--- src/rtl/disparity_monitor.sv ---
module disparity_monitor #(
  parameter int ONES_LIM  = 25,
  parameter int ZEROS_LIM = 27,
  parameter int CNT_W     = 8
) (
  input  logic clk,
  input  logic rst_n,
  input  logic bit_vld,
  input  logic bit_in,
  input  logic msg_start,
  input  logic chk_dis,
  output logic err_pulse,
  output logic err_sticky
);

  localparam logic signed [CNT_W-1:0] CMAX   = CNT_W'((2 ** (CNT_W - 1)) - 1);
  localparam logic signed [CNT_W-1:0] CMIN   = -CMAX - CNT_W'(1);
  localparam logic signed [CNT_W-1:0] POS_TH = CNT_W'(ONES_LIM);
  localparam logic signed [CNT_W-1:0] NEG_TH = CNT_W'(-ZEROS_LIM);
  localparam logic signed [CNT_W-1:0] ONE    = CNT_W'(1);

  logic signed [CNT_W-1:0] diff_q, base, stepped, diff_d;
  logic sticky_base, hit;

  assign base = msg_start ? '0 : diff_q;

  always_comb begin
    stepped = base;
    if (bit_vld) begin
      if (bit_in) stepped = (base == CMAX) ? CMAX : base + ONE;
      else        stepped = (base == CMIN) ? CMIN : base - ONE;
    end
  end

  assign diff_d      = chk_dis ? '0 : stepped;
  assign sticky_base = msg_start ? 1'b0 : err_sticky;
  assign hit         = !chk_dis && (diff_d >= POS_TH || diff_d <= NEG_TH);

  always_ff @(posedge clk or negedge rst_n) begin
    if (!rst_n) begin
      diff_q     <= '0;
      err_sticky <= 1'b0;
      err_pulse  <= 1'b0;
    end else begin
      diff_q     <= diff_d;
      err_sticky <= !chk_dis && (sticky_base || hit);
      err_pulse  <= hit && !sticky_base;
    end
  end

  assert_pulse_at_limit_R2: assert property (@(posedge clk) disable iff (!rst_n)
    err_pulse |-> (diff_q >= POS_TH || diff_q <= NEG_TH));

  assert_pulse_sets_sticky_R3: assert property (@(posedge clk) disable iff (!rst_n)
    err_pulse |-> err_sticky);

  assert_disable_quiet_R4: assert property (@(posedge clk) disable iff (!rst_n)
    chk_dis |=> (diff_q == '0 && !err_pulse && !err_sticky));

  assert_single_pulse_R5: assert property (@(posedge clk) disable iff (!rst_n)
    err_pulse |=> !err_pulse);

  assert_sticky_rise_R5: assert property (@(posedge clk) disable iff (!rst_n)
    $rose(err_sticky) |-> err_pulse);

  assert_start_clears_R6: assert property (@(posedge clk) disable iff (!rst_n)
    (msg_start && !bit_vld) |=> (diff_q == '0 && !err_sticky));

  assert_idle_hold_R7: assert property (@(posedge clk) disable iff (!rst_n)
    (!bit_vld && !msg_start && !chk_dis) |=> $stable(diff_q));

  assert_no_wrap_R8: assert property (@(posedge clk) disable iff (!rst_n)
    (diff_q == CMAX && bit_vld && bit_in && !msg_start && !chk_dis) |=> diff_q == CMAX);

  assert_no_wrap_low_R8: assert property (@(posedge clk) disable iff (!rst_n)
    (diff_q == CMIN && bit_vld && !bit_in && !msg_start && !chk_dis) |=> diff_q == CMIN);

endmodule

--- config.mk ---
export PLATFORM = sky130hd
export DESIGN_NAME = disparity_monitor
export DESIGN_NICKNAME = d
export VERILOG_FILES = /design/src/rtl/disparity_monitor.sv
export SDC_FILE = /design/constraint.sdc
export NUM_CORES = 1
export LEC_CHECK = 0
export ABC_AREA = 1
export CAP_MARGIN = 20
export CORE_ASPECT_RATIO = 1.25
export CORE_UTILIZATION = 55
export DETAILED_ROUTE_END_ITERATION = 16
export PLACE_DENSITY_LB_ADDON = 0.05
export SYNTH_ARGS = -nofsm -noshare
export SYNTH_HDL_FRONTEND = slang
export SYNTH_SLANG_ARGS = --single-unit
--- constraint.sdc ---
create_clock -name clk -period 4.9 [get_ports clk]
set_input_delay 0.735 -clock clk [delete_from_list [all_inputs] [get_ports clk]]
set_output_delay 0.735 -clock clk [all_outputs]
set_load 0.01 [all_outputs]
# == After elaboration in Yosys (flattened, before gate mapping) ==
# Cells that the tools add are included.
# W data, S select, Z words.
# word_totals
wordCells,23
ff_bits,10
inputBits,6
memories,0
latchBits,0
rom_bits,0
output_inout_bits,2
ramBits,0
# op_classes
reduce_logical,7
n_eq_ne,2
muxes,7
multipliers,0
n_shift,0
n_div,0
n_addsub,2
bitwise,0
n_lt_le_gt_ge,2
# op_table
cell,count
$mux W8,6
$eq A8 B8 Y1 const B,2
$add A8 B2 Y8 const B,1
$ge A8 B6 Y1 const B,1
$le A8 B6 Y1 const B,1
$sub A8 B2 Y8 const B,1
$logic_and A1 B1 Y1,3
$logic_not A1 Y1,2
$logic_or A1 B1 Y1,2
$mux W1,1

# == Logic depth before layout (Yosys ltp) ==
# Gate-level depths: netlist (run 1).
# depth
depth_word,11
ltp_mapped,18
mapped_depth_nobuf,18

# == Worst setup path after synthesis (run 1) ==
# No wires, ideal clock.
# synth_path
path_kind,input to register
startpoint,input msg_start
endpoint,register err_sticky
arrival_ns,2.148
slack_ns,2.634
stages,17
setup_time_ns,0.118
t_required_ns,4.782
cell_sequence,inv_2 -> nand2_2 -> inv_1 -> ha_1 -> nand3_2 -> nor2_4 -> nand2_1 -> nand2_1 -> nand2_1 -> nand2_1 -> nand3_1 -> nand2_1 -> nand2_2 -> nor2_1 -> nand3_1 -> nand2_2 -> nand2_1
# synth_via
elab_chain_cells,11
word_cells_on_any_way,17
cone_classes,add/sub: 2; order compare: 2; eq/ne: 2; mux: 7; reduce/logical: 4
# synth_lines
item,line_no,rtl
start: declaration,10,"input logic msg_start,"
$mux W8,25,assign base = msg_start ? '0 : diff_q;
$sub A8 B2 Y8 (tied with other cells),31,else stepped = (base == CMIN) ? CMIN : base - ONE;
$mux W8 (on tied branches),"31, 30",
$mux W8,30,if (bit_in) stepped = (base == CMAX) ? CMAX : base + ONE;
$mux W8,29,if (bit_vld) begin
$mux W8,35,assign diff_d = chk_dis ? '0 : stepped;
$ge A8 B6 Y1 / $le A8 B6 Y1 (equally long branches),37,assign hit = !chk_dis && (diff_d >= POS_TH || diff_d <= NEG_TH);
$logic_or A1 B1 Y1,37,
$logic_and A1 B1 Y1,37,
$logic_or A1 B1 Y1 (*),46,err_sticky <= !chk_dis && (sticky_base || hit);
$logic_and A1 B1 Y1 (*),46,
end signal: assignment,46,
end: declaration,13,output logic err_sticky
# Mark *: on every way between the ends. The rest lies on a longest branch, timed or not.

# == Final worst setup path (run 1) ==
# Ends and elaborated chain as after synthesis.

==> key figures, run 1 <==
Detailed routing
  – WL/cell: 12.8 um
  – # DRC: 0
  – DRT Pass-1 Iters: 4
  – Vias post-DR: 1080
  – Vias per inst: 5.57
  – DRT antenna net count: 0
  – Drt total wl: 2490 um
  – DR iter-0 viols: 37

Clock tree
  – H-tree depth: 1
  – Clock Path Buffers: 2
  – Post-CTS Setup Bufs: 0
  – Clock sink count: 10
  – CTS buffer count: 3
  – Post-CTS sizing: 0
  – Root Buffer: clkbuf_4
  – Hold buffers post-CTS: 0
  – Worst skew pair latency: 0.27 ns
  – CTS tree: done
  – Clk slew on worst S/H paths: 0.06 ns

Worst hold path
  – Hold crit path type: reg2reg

Pwr
  – Combinational share of power: between 30% and 40%
  – Clock group share of total power: 28.6%
  – Leak: 0.000669 uW
  – Pwr per Cell Area: 215 nW/um^2
  – Sw frac: 34.5%
  – Flop pwr share: 38.5%
  – Psw: 87.4 uW
  – Max IR drop VDD: 0.000175 V
  – P_int: about 170 uW

Status
  – Run status: complete, no violations

Worst setup path
  – Crit-path max FO: 15
  – Critical path capture point type: register
  – CP arrival: between 3 and 4 ns
  – Data required time of the worst path: between 5 and 6 ns
  – Critical path type: in2reg
  – Worst R2R Setup Slack: 2.72 ns
  – Setup crit start kind: input pin

Logic synthesis
  – Commonest cells in the netlist: nand2_1, nand3_1, inv_1
  – Primary FF master, synth: dfrtp_1
  – Synth Warn #: 0
  – Synth Area per Inst: 6.44 um^2
  – Seq cells post-synth: 10
  – Synth Instances: 166
  – Post-synth EDFFs: 0
  – Ys async rst share: 100%
  – Sequential element share of the synthesized area: 23.4%
  – Mapped Nets: about 180
  – Synthesized area: 1070 um^2
  – Yosys cell types: 25
  – Area leader, netlist: dfrtp_1
  – Ranking of synthesized cells by area: dfrtp_1, nand2_1, nand3_1
  – Most numerous cell in the Yosys netlist: nand2_1
  – Top cell type's share of synthesized area: around a quarter

Timing
  – Slew HR: a little under three quarters
  – Clk_skew: 0.00345 ns
  – Final worst setup slack: 1.88 ns
  – Final Slew Violations: 0
  – Setup violations, final: 0
  – Post-route minimum period: 3.02 ns
  – Final Cycle Share: 61.7%
  – RSZ-0062 raised after global routing: no
  – Final TNS setup: 0 ns
  – Slew @ Worst Pin: approximately 0.43 ns
  – Fin. Hold Viols: 0
  – Fmax achieved: 0.331 GHz

Floorplan
  – Die Width: 41.4 um
  – Core Rows: 17
  – Core ar.: 1790 um^2
  – Die height: 51.3 um
  – Die ar.: 2130 um^2
  – Initial core utilization: around three fifths
  – I/O pin count: 8

Placement
  – Placed Area: 1140 um^2
  – Placer Congestion: 0.936
  – Dpl hpwl: about 2000 um
  – Placement Setup Slack: 1.60 ns
  – Count of input and output buffers: 7

GRT
  – Largest net degree at the start of global routing: 16
  – GRT met3 Usage: 2.12%
  – GRT overflow: 0
  – Initial antenna violation count: 0
  – Grt met1 use: between 20 and 30%
  – Number of global-route vias before repair: 1044
  – GRT Util Overall: 26.7%
  – Met2 usage: around 50%
  – Gr busiest metal: met2
  – First-pass GRT wire length: 4380 um

Cells and area
  – Area Growth Syn to Fin: 10.1%
  – Fin nets: 185
  – ANT cells: 0
  – Fillers: 154
  – Share of cells above drive strength 1: 17.7%
  – Finished Cell Area: 1180 um^2

Flow run
  – Max_cap viols: 0
==> worst paths after layout <==
kind | start | endpoint | cells past startpoint
worst min-delay path | err_sticky | err_pulse | 3
worst max-delay path | msg_start | err_sticky | 18
min in group asynchronous | rst_n | diff_q[2] | 1
worst max register to register | diff_q[0] | err_sticky | 16
worst min register to register | err_sticky | err_pulse | 3
max in group asynchronous | rst_n | diff_q[4] | 1
==> cells by family (layout without fill, tap and decap cells) <==
| group | count (synthesis) | in the layout | synth area share [%] |
|---|---|---|---|
| flip-flops | 10 | 10 | 23.4 |
| buffers and inverters | 25 | 34 | 10.2 |
| adder cells (fa/ha/maj) | 3 | 3 | 3.51 |
| AO/OA/AOI/OAI | 17 | 17 | 10.8 |
| XOR/XNOR | 3 | 3 | 2.46 |
| AND/OR/NAND/NOR | 108 | 108 | 49.7 |
==> worst max-delay path: stages <==
cell and delay [ns]:
clkdlybuf4s50_1 0.48, inv_2 0.32, nand2_2 0.18, inv_1 0.11, ha_1 0.21, nand3_2 0.12, nor2_4 0.19, nand2_1 0.07
nand2_1 0.06, nand2_1 0.06, nand2_1 0.05, nand3_1 0.08, nand2_1 0.08, nand2_2 0.07, nor2_1 0.12, nand3_1 0.10
nand2_2 0.09, nand2_1 0.05
==> power by group through the flow <==
stage	Clock, uW	Combinational [uW]	Sequential [uW]
after floorplan	0	59.3	98.6
after global placement	0	81.3	98.7
after detailed placement	0	83.0	98.9
after CTS	75.3	83.5	97.4
after global routing	77.6	94.3	98.1
final	72.6	83.5	97.6
==> layout by cell type, fill, tap and decap left out <==
cell type,instances
ha_1,3
nand2_2,11
inv_2,1
nand2_4,1
a21oi_2,2
a21oi_4,1
nor2_1,8
o21ai_1,2
xnor2_1,1
dfrtp_1,10
clkbuf_8,1
clkdlybuf4s50_1,7
o21ai_2,3
a21oi_1,6
xor2_1,2
nand2_1,51
nand3_2,2
nor2_4,2
clkbuf_4,3
inv_1,21
nand4_1,5
o21ai_0,3
nand3_4,1
nor2_2,3
nand3_1,24
clkinv_1,1
==> final cells by class <==
class	instances	area, um^2	share of cell area [%]
Sequential cell	10	250	21.3
Multi-Input combinational cell	131	711	60.4
Inverter	23	86.3	7.33
Timing Repair Buffer	7	70.1	5.95
Tap cell	19	23.8	2.02
Clock buffer	4	36.3	3.08
==> registers in the layout, summed over array words and instances (netlist names) <==
| register | flops |
|---|---|
| diff_q | 8 |
| err_pulse | 1 |
| err_sticky | 1 |
==> per-stage QoR <==
step / utilization, % / std cells / total power, uW / hold WS [ns]
after global routing: 65.9 / 194 / 270 / 0.653
after floorplan: - / 166 / 158 / 0.439
after global placement: 63.9 / 190 / 180 / 0.604
after CTS: 65.9 / 194 / 256 / 0.630
final: 65.9 / 194 / 254 / 0.620
after detailed placement: 63.9 / 190 / 182 / 0.614
==> layer usage <==
metal	vias to the layer above	wire length, um
met5	-	0
li1	550	-
met2	40	1280
met1	484	1020
met3	6	130
met4	0	65
No activity file was read; power rests on OpenSTA's default activity.
==> run 2: changes to the inputs <==
- CORE_UTILIZATION: 55 -> 52
- clock period: 4.9 -> 2.7 ns (I/O delays scaled with it)
==> run 2 against run 1 <==
  * Count of clock-buffer cells in the layout decreased by 1
  * Hold slack lost 0.16 ns
  * Combinational power rose by 88%
  * First-iteration DRC count increased by 43%
  * Non-clock buffer count rose by 5
  * Cell count grew 2.6%
  * Total power is 70% higher
  * Critical endpoint unchanged
==> key figures, run 2 (same netlist as run 1, synthesis figures left out) <==
Status
  – Run status: complete, no violations

Worst setup path
  – Worst R2R Setup Slack: 0.62 ns
  – Critical path type: in2reg
  – Worst setup path end: err_sticky
  – FF-to-FF Start: diff_q[0]
  – Critical R2R Capture: err_sticky
  – CP arrival: 2.48 ns
  – R2R cell count: 17
  – Data required time of the worst path: 2.85 ns
  – Setup crit start kind: input pin
  – Crit-path max FO: 5
  – Critical path capture point type: register
  – Worst Setup SP: msg_start

Clock tree
  – Clk slew on worst S/H paths: approximately 0.060 ns
  – Post-CTS sizing: 0
  – H-tree depth: 1
  – Root Buffer: clkbuf_4
  – Worst skew pair latency: around 0.26 ns
  – Post-CTS Setup Bufs: 0
  – Clock Path Buffers: 2
  – CTS buffer count: 3
  – CTS tree: done
  – Hold buffers post-CTS: 0
  – Clock sink count: 10

Pwr
  – Tot Pwr: 431 uW
  – Leak: between 0.0006 and 0.0007 uW
  – Pwr per Cell Area: 358 nW/um^2
  – Max IR drop VDD: 0.000322 V

Placement
  – Placed Area: 1180 um^2
  – Dpl hpwl: 2220 um
  – Placement Setup Slack: 0.128 ns
  – Placer Congestion: about 0.92
  – Count of input and output buffers: 7

Timing
  – RSZ-0062 raised after global routing: no
  – Final Slew Violations: 0
  – Fmax achieved: 0.430 GHz
  – Final worst setup slack: approximately 0.38 ns
  – Final Cycle Share: between 80% and 90%
  – Slew @ Worst Pin: 0.447 ns
  – Clk_skew: 0.00457 ns
  – Final TNS setup: 0 ns
  – Setup violations, final: 0
  – Post-route minimum period: ~2.3 ns
  – Slew HR: 70.1%
  – Fin. Hold Viols: 0

Cells and area
  – Commonest non-fill, non-tap cell in the layout: nand2_1
  – Largest registers: diff_q x8, err_pulse x1, err_sticky x1
  – Final Util: 61.4%
  – Commonest non-fill, non-tap cells in the layout: nand2_1, nand3_1, inv_1
  – Largest Register: diff_q
  – Fin nets: 190
  – Fillers: between 200 and 250
  – Finished Cell Area: 1200 um^2
  – ANT cells: 0
  – Share of cells above drive strength 1: between 15 and 20%
  – Area Growth Syn to Fin: 12.4%
  – Max reg flops: 8

Detailed routing
  – DRT Pass-1 Iters: 4
  – DRT antenna net count: 0
  – DR iter-0 viols: 53
  – Vias per inst: about 5.7
  – Drt total wl: ~2700 um
  – WL/cell: 13.7 um
  – Vias post-DR: 1131
  – # DRC: 0

GRT
  – GRT overflow: 0
  – Number of global-route vias before repair: 1078
  – Largest net degree at the start of global routing: 15
  – Initial antenna violation count: 0
  – GRT Util Overall: 27.5%
  – First-pass GRT wire length: 4680 um

Flow run
  – Max_cap viols: 0

Worst hold path
  – Hold crit path type: in2async

Floorplan
  – Core ar.: just under 2000 um^2
  – Die Width: 42.6 um
  – Core Rows: 18
  – I/O pin count: 8
  – Die ar.: 2240 um^2
  – Die height: 52.7 um
  – Initial core utilization: between 50% and 60%
run 2: cell types whose count changed in the layout (fill, tap and decap cells not counted), sizes merged:
cell    before  now
buf          0    5
clkbuf       4    3
run 2: report_power, final:
| part | internal (uW) | switching (uW) |
|---|---|---|
| clock | 51.1 | 43.7 |
| sequential | 163 | 16.1 |
| combinational | 61.9 | 95.3 |
run 2: area by class of cell:
type / instances / area (um^2) / area share [%]
inverter: 23 / 86.3 / 7.18
sequential: 10 / 250 / 20.8
timing repair buffer: 12 / 108 / 8.95
multi-input combinational: 131 / 711 / 59.1
tap: 20 / 25.0 / 2.08
clock buffer: 3 / 22.5 / 1.87
run 2: per-layer routing:
metal	GRT usage [%]	share of wire (%)	wire, um	up-vias
met5	0	0	0	-
met4	14.6	1.9	53	0
met3	3.45	4.0	109	8
met2	49.2	53	1450	32
met1	31.6	41	1120	526
li1	-	-	-	565
run 2: critical path: stages:
cell and delay, ns:
clkdlybuf4s50_1 0.52, nor2_1 0.09, inv_1 0.15, ha_1 0.20, nand2_1 0.06, nor2_1 0.15, nand3_2 0.17, nand2_1 0.09
nand2_1 0.05, nand2_1 0.11, nand2_1 0.06, nand3_1 0.06, nand3_1 0.09, nand2_1 0.07, nand2_1 0.06, nand2_2 0.07
nand2_1 0.05
run 2: through the flow:
step	hold WS (ns)	std cells
floorplan	0.109	166
global placement	0.619	196
detailed placement	0.630	196
CTS	0.475	199
global route	0.495	199
finish	0.460	199
run 2: worst min path at each step:
stage | endpoint | startpoint
after detailed placement | err_pulse | err_sticky
after CTS | diff_q[3] | rst_n
after global routing | err_pulse | rst_n
final | diff_q[5] | rst_n
after floorplan | diff_q[0] | rst_n
after global placement | err_pulse | err_sticky
==> run 3: changes to the inputs <==
- GPL_TIMING_DRIVEN: default -> 0
==> run 3 against run 2 <==
  * First-iteration DRC count down 55%
  * Global-route usage fell by 0.34 points
  * Sequential power about the same
  * Via count shrank 2.8%
  * Clock skew about the same
  * Fmax is 6.4% lower
  * Sequential share of layout area about the same
  * Largest power group unchanged
==> key figures, run 3 (same netlist as run 1, synthesis figures left out) <==
Status
  – Run status: complete, no violations

Detailed routing
  – Drt total wl: 2650 um
  – Vias post-DR: 1099
  – Vias per inst: 5.58
  – DR iter-0 viols: 24
  – WL/cell: 13.4 um
  – # DRC: 0
  – DRT Pass-1 Iters: 4
  – DRT antenna net count: 0

GRT
  – GRT overflow: 0
  – Largest net degree at the start of global routing: 11
  – Initial antenna violation count: 0
  – First-pass GRT wire length: between 4000 and 5000 um
  – GRT Util Overall: 27.1%
  – Number of global-route vias before repair: between 1k and 1.5k

Worst setup path
  – Worst R2R Setup Slack: 0.56 ns
  – Worst Setup SP: msg_start
  – Critical R2R Capture: err_sticky
  – FF-to-FF Start: diff_q[0]
  – Setup crit start kind: input pin
  – Critical path capture point type: register
  – CP arrival: roughly 2.6 ns
  – R2R cell count: 16
  – Data required time of the worst path: around 2.9 ns
  – Crit-path max FO: 6
  – Worst setup path end: err_sticky
  – Critical path type: in2reg

Placement
  – Dpl hpwl: 2150 um
  – Placer Congestion: about 0.90
  – Placed Area: 1160 um^2
  – Count of input and output buffers: 7

Cells and area
  – Largest registers: diff_q x8, err_pulse x1, err_sticky x1
  – ANT cells: 0
  – Fin nets: 187
  – Max reg flops: 8
  – Commonest non-fill, non-tap cell in the layout: nand2_1
  – Area Growth Syn to Fin: 12.5%
  – Commonest non-fill, non-tap cells in the layout: nand2_1, nand3_1, inv_1
  – Finished Cell Area: 1200 um^2
  – Largest Register: diff_q
  – Share of cells above drive strength 1: 18.6%

Pwr
  – Pwr per Cell Area: 383 nW/um^2
  – Max IR drop VDD: about 0.00036 V
  – Leak: between 0.0006 and 0.0007 uW
  – Tot Pwr: roughly 460 uW

Clock tree
  – Worst skew pair latency: around 0.26 ns
  – Clock sink count: 10
  – H-tree depth: 1
  – Clock Path Buffers: 2
  – CTS buffer count: 3
  – CTS tree: done
  – Post-CTS Setup Bufs: 0
  – Clk slew on worst S/H paths: 0.06 ns
  – Root Buffer: clkbuf_4

Floorplan
  – Die ar.: 2240 um^2
  – Die Width: 42.6 um
  – Core Rows: 18
  – Initial core utilization: between 50% and 60%
  – I/O pin count: 8
  – Core ar.: 1960 um^2
  – Die height: 52.7 um

Timing
  – Setup violations, final: 0
  – Final Cycle Share: just over 90%
  – Post-route minimum period: approximately 2.5 ns
  – Slew @ Worst Pin: 0.439 ns
  – Fin. Hold Viols: 0
  – Clk_skew: 0.00425 ns
  – Fmax achieved: between 0.4 and 0.5 GHz
  – Final Slew Violations: 0
  – Final TNS setup: 0 ns
  – Slew HR: a little over two thirds
  – RSZ-0062 raised after global routing: no

Worst hold path
  – Hold crit path type: in2async

Flow run
  – Max_cap viols: 0
run 3: cell types whose count changed in the layout (fill, tap and decap cells not counted):
cell,change
inv_2,-1
buf_4,-4
inv_4,+1
clkbuf_8,+1
buf_8,+1
run 3: layout make-up:
class,count,area (um^2)
Sequential cell,10,250
Buffer,2,22.5
Timing Repair Buffer,7,70.1
Fill cell,197,756
Inverter,23,88.8
Multi-Input combinational cell,131,711
Clock buffer,4,36.3
Tap cell,20,25.0
run 3: metal layers:
metal  global-route usage [%]  wire length (um)  vias up  share of wire [%]
met3                     2.41                75        6                2.8
met4                     12.5                55        0                2.1
met2                     48.7              1370       33                 52
met1                     32.5              1150      502                 43
met5                        0                 0        -                  0
li1                         -                 -      558                  -
run 3: where the power goes:
group / internal (uW) / switching [uW]
Clock: 81.6 / 46.4
Combinational: 60.5 / 95.6
Sequential: 162 / 14.9
Total: 305 / 157
run 3: worst max-delay path, cell delays in order:
cell and delay [ns]:
clkdlybuf4s50_1 0.56, inv_4 0.09, nand2_2 0.15, inv_1 0.08, ha_1 0.23, nand3_2 0.11
nor2_4 0.06, a21oi_2 0.26, nand2_1 0.09, nand3_1 0.10, nand2_1 0.08, nand2_2 0.08
nand2_1 0.05, nor2_1 0.08, nand2_1 0.06, nand2_2 0.08, nand2_1 0.05
run 3: what timing repair did:
item	CTS	global route
hold endpoints to repair	0	0
resized for setup	0	1
hold buffers	0	0
setup endpoints to repair	0	1
run 3: worst min-delay path by stage:
stage                    start         to  slack (ns)  cells past startpoint
floorplan                rst_n  diff_q[0]        0.11                      0
global placement    err_sticky  err_pulse        0.59                      3
detailed placement  err_sticky  err_pulse        0.59                      3
CTS                      rst_n  diff_q[3]        0.46                      1
global route             rst_n  diff_q[1]        0.50                      1
finish                   rst_n  diff_q[3]        0.46                      1
run 3: metrics by stage:
| stage | utilization [%] | cells | hold slack [ns] | worst slack, ns |
|---|---|---|---|---|
| 2_1_floorplan | - | 166 | 0.109 | 0.764 |
| 3_3_place_gp | 59.5 | 193 | 0.592 | -0.0188 |
| 3_5_place_dp | 59.5 | 193 | 0.586 | -0.0410 |
| 4_1_cts | 61.3 | 197 | 0.455 | 0.229 |
| 5_1_grt | 61.4 | 197 | 0.499 | 0.0259 |
| 6_report | 61.4 | 197 | 0.457 | 0.215 |
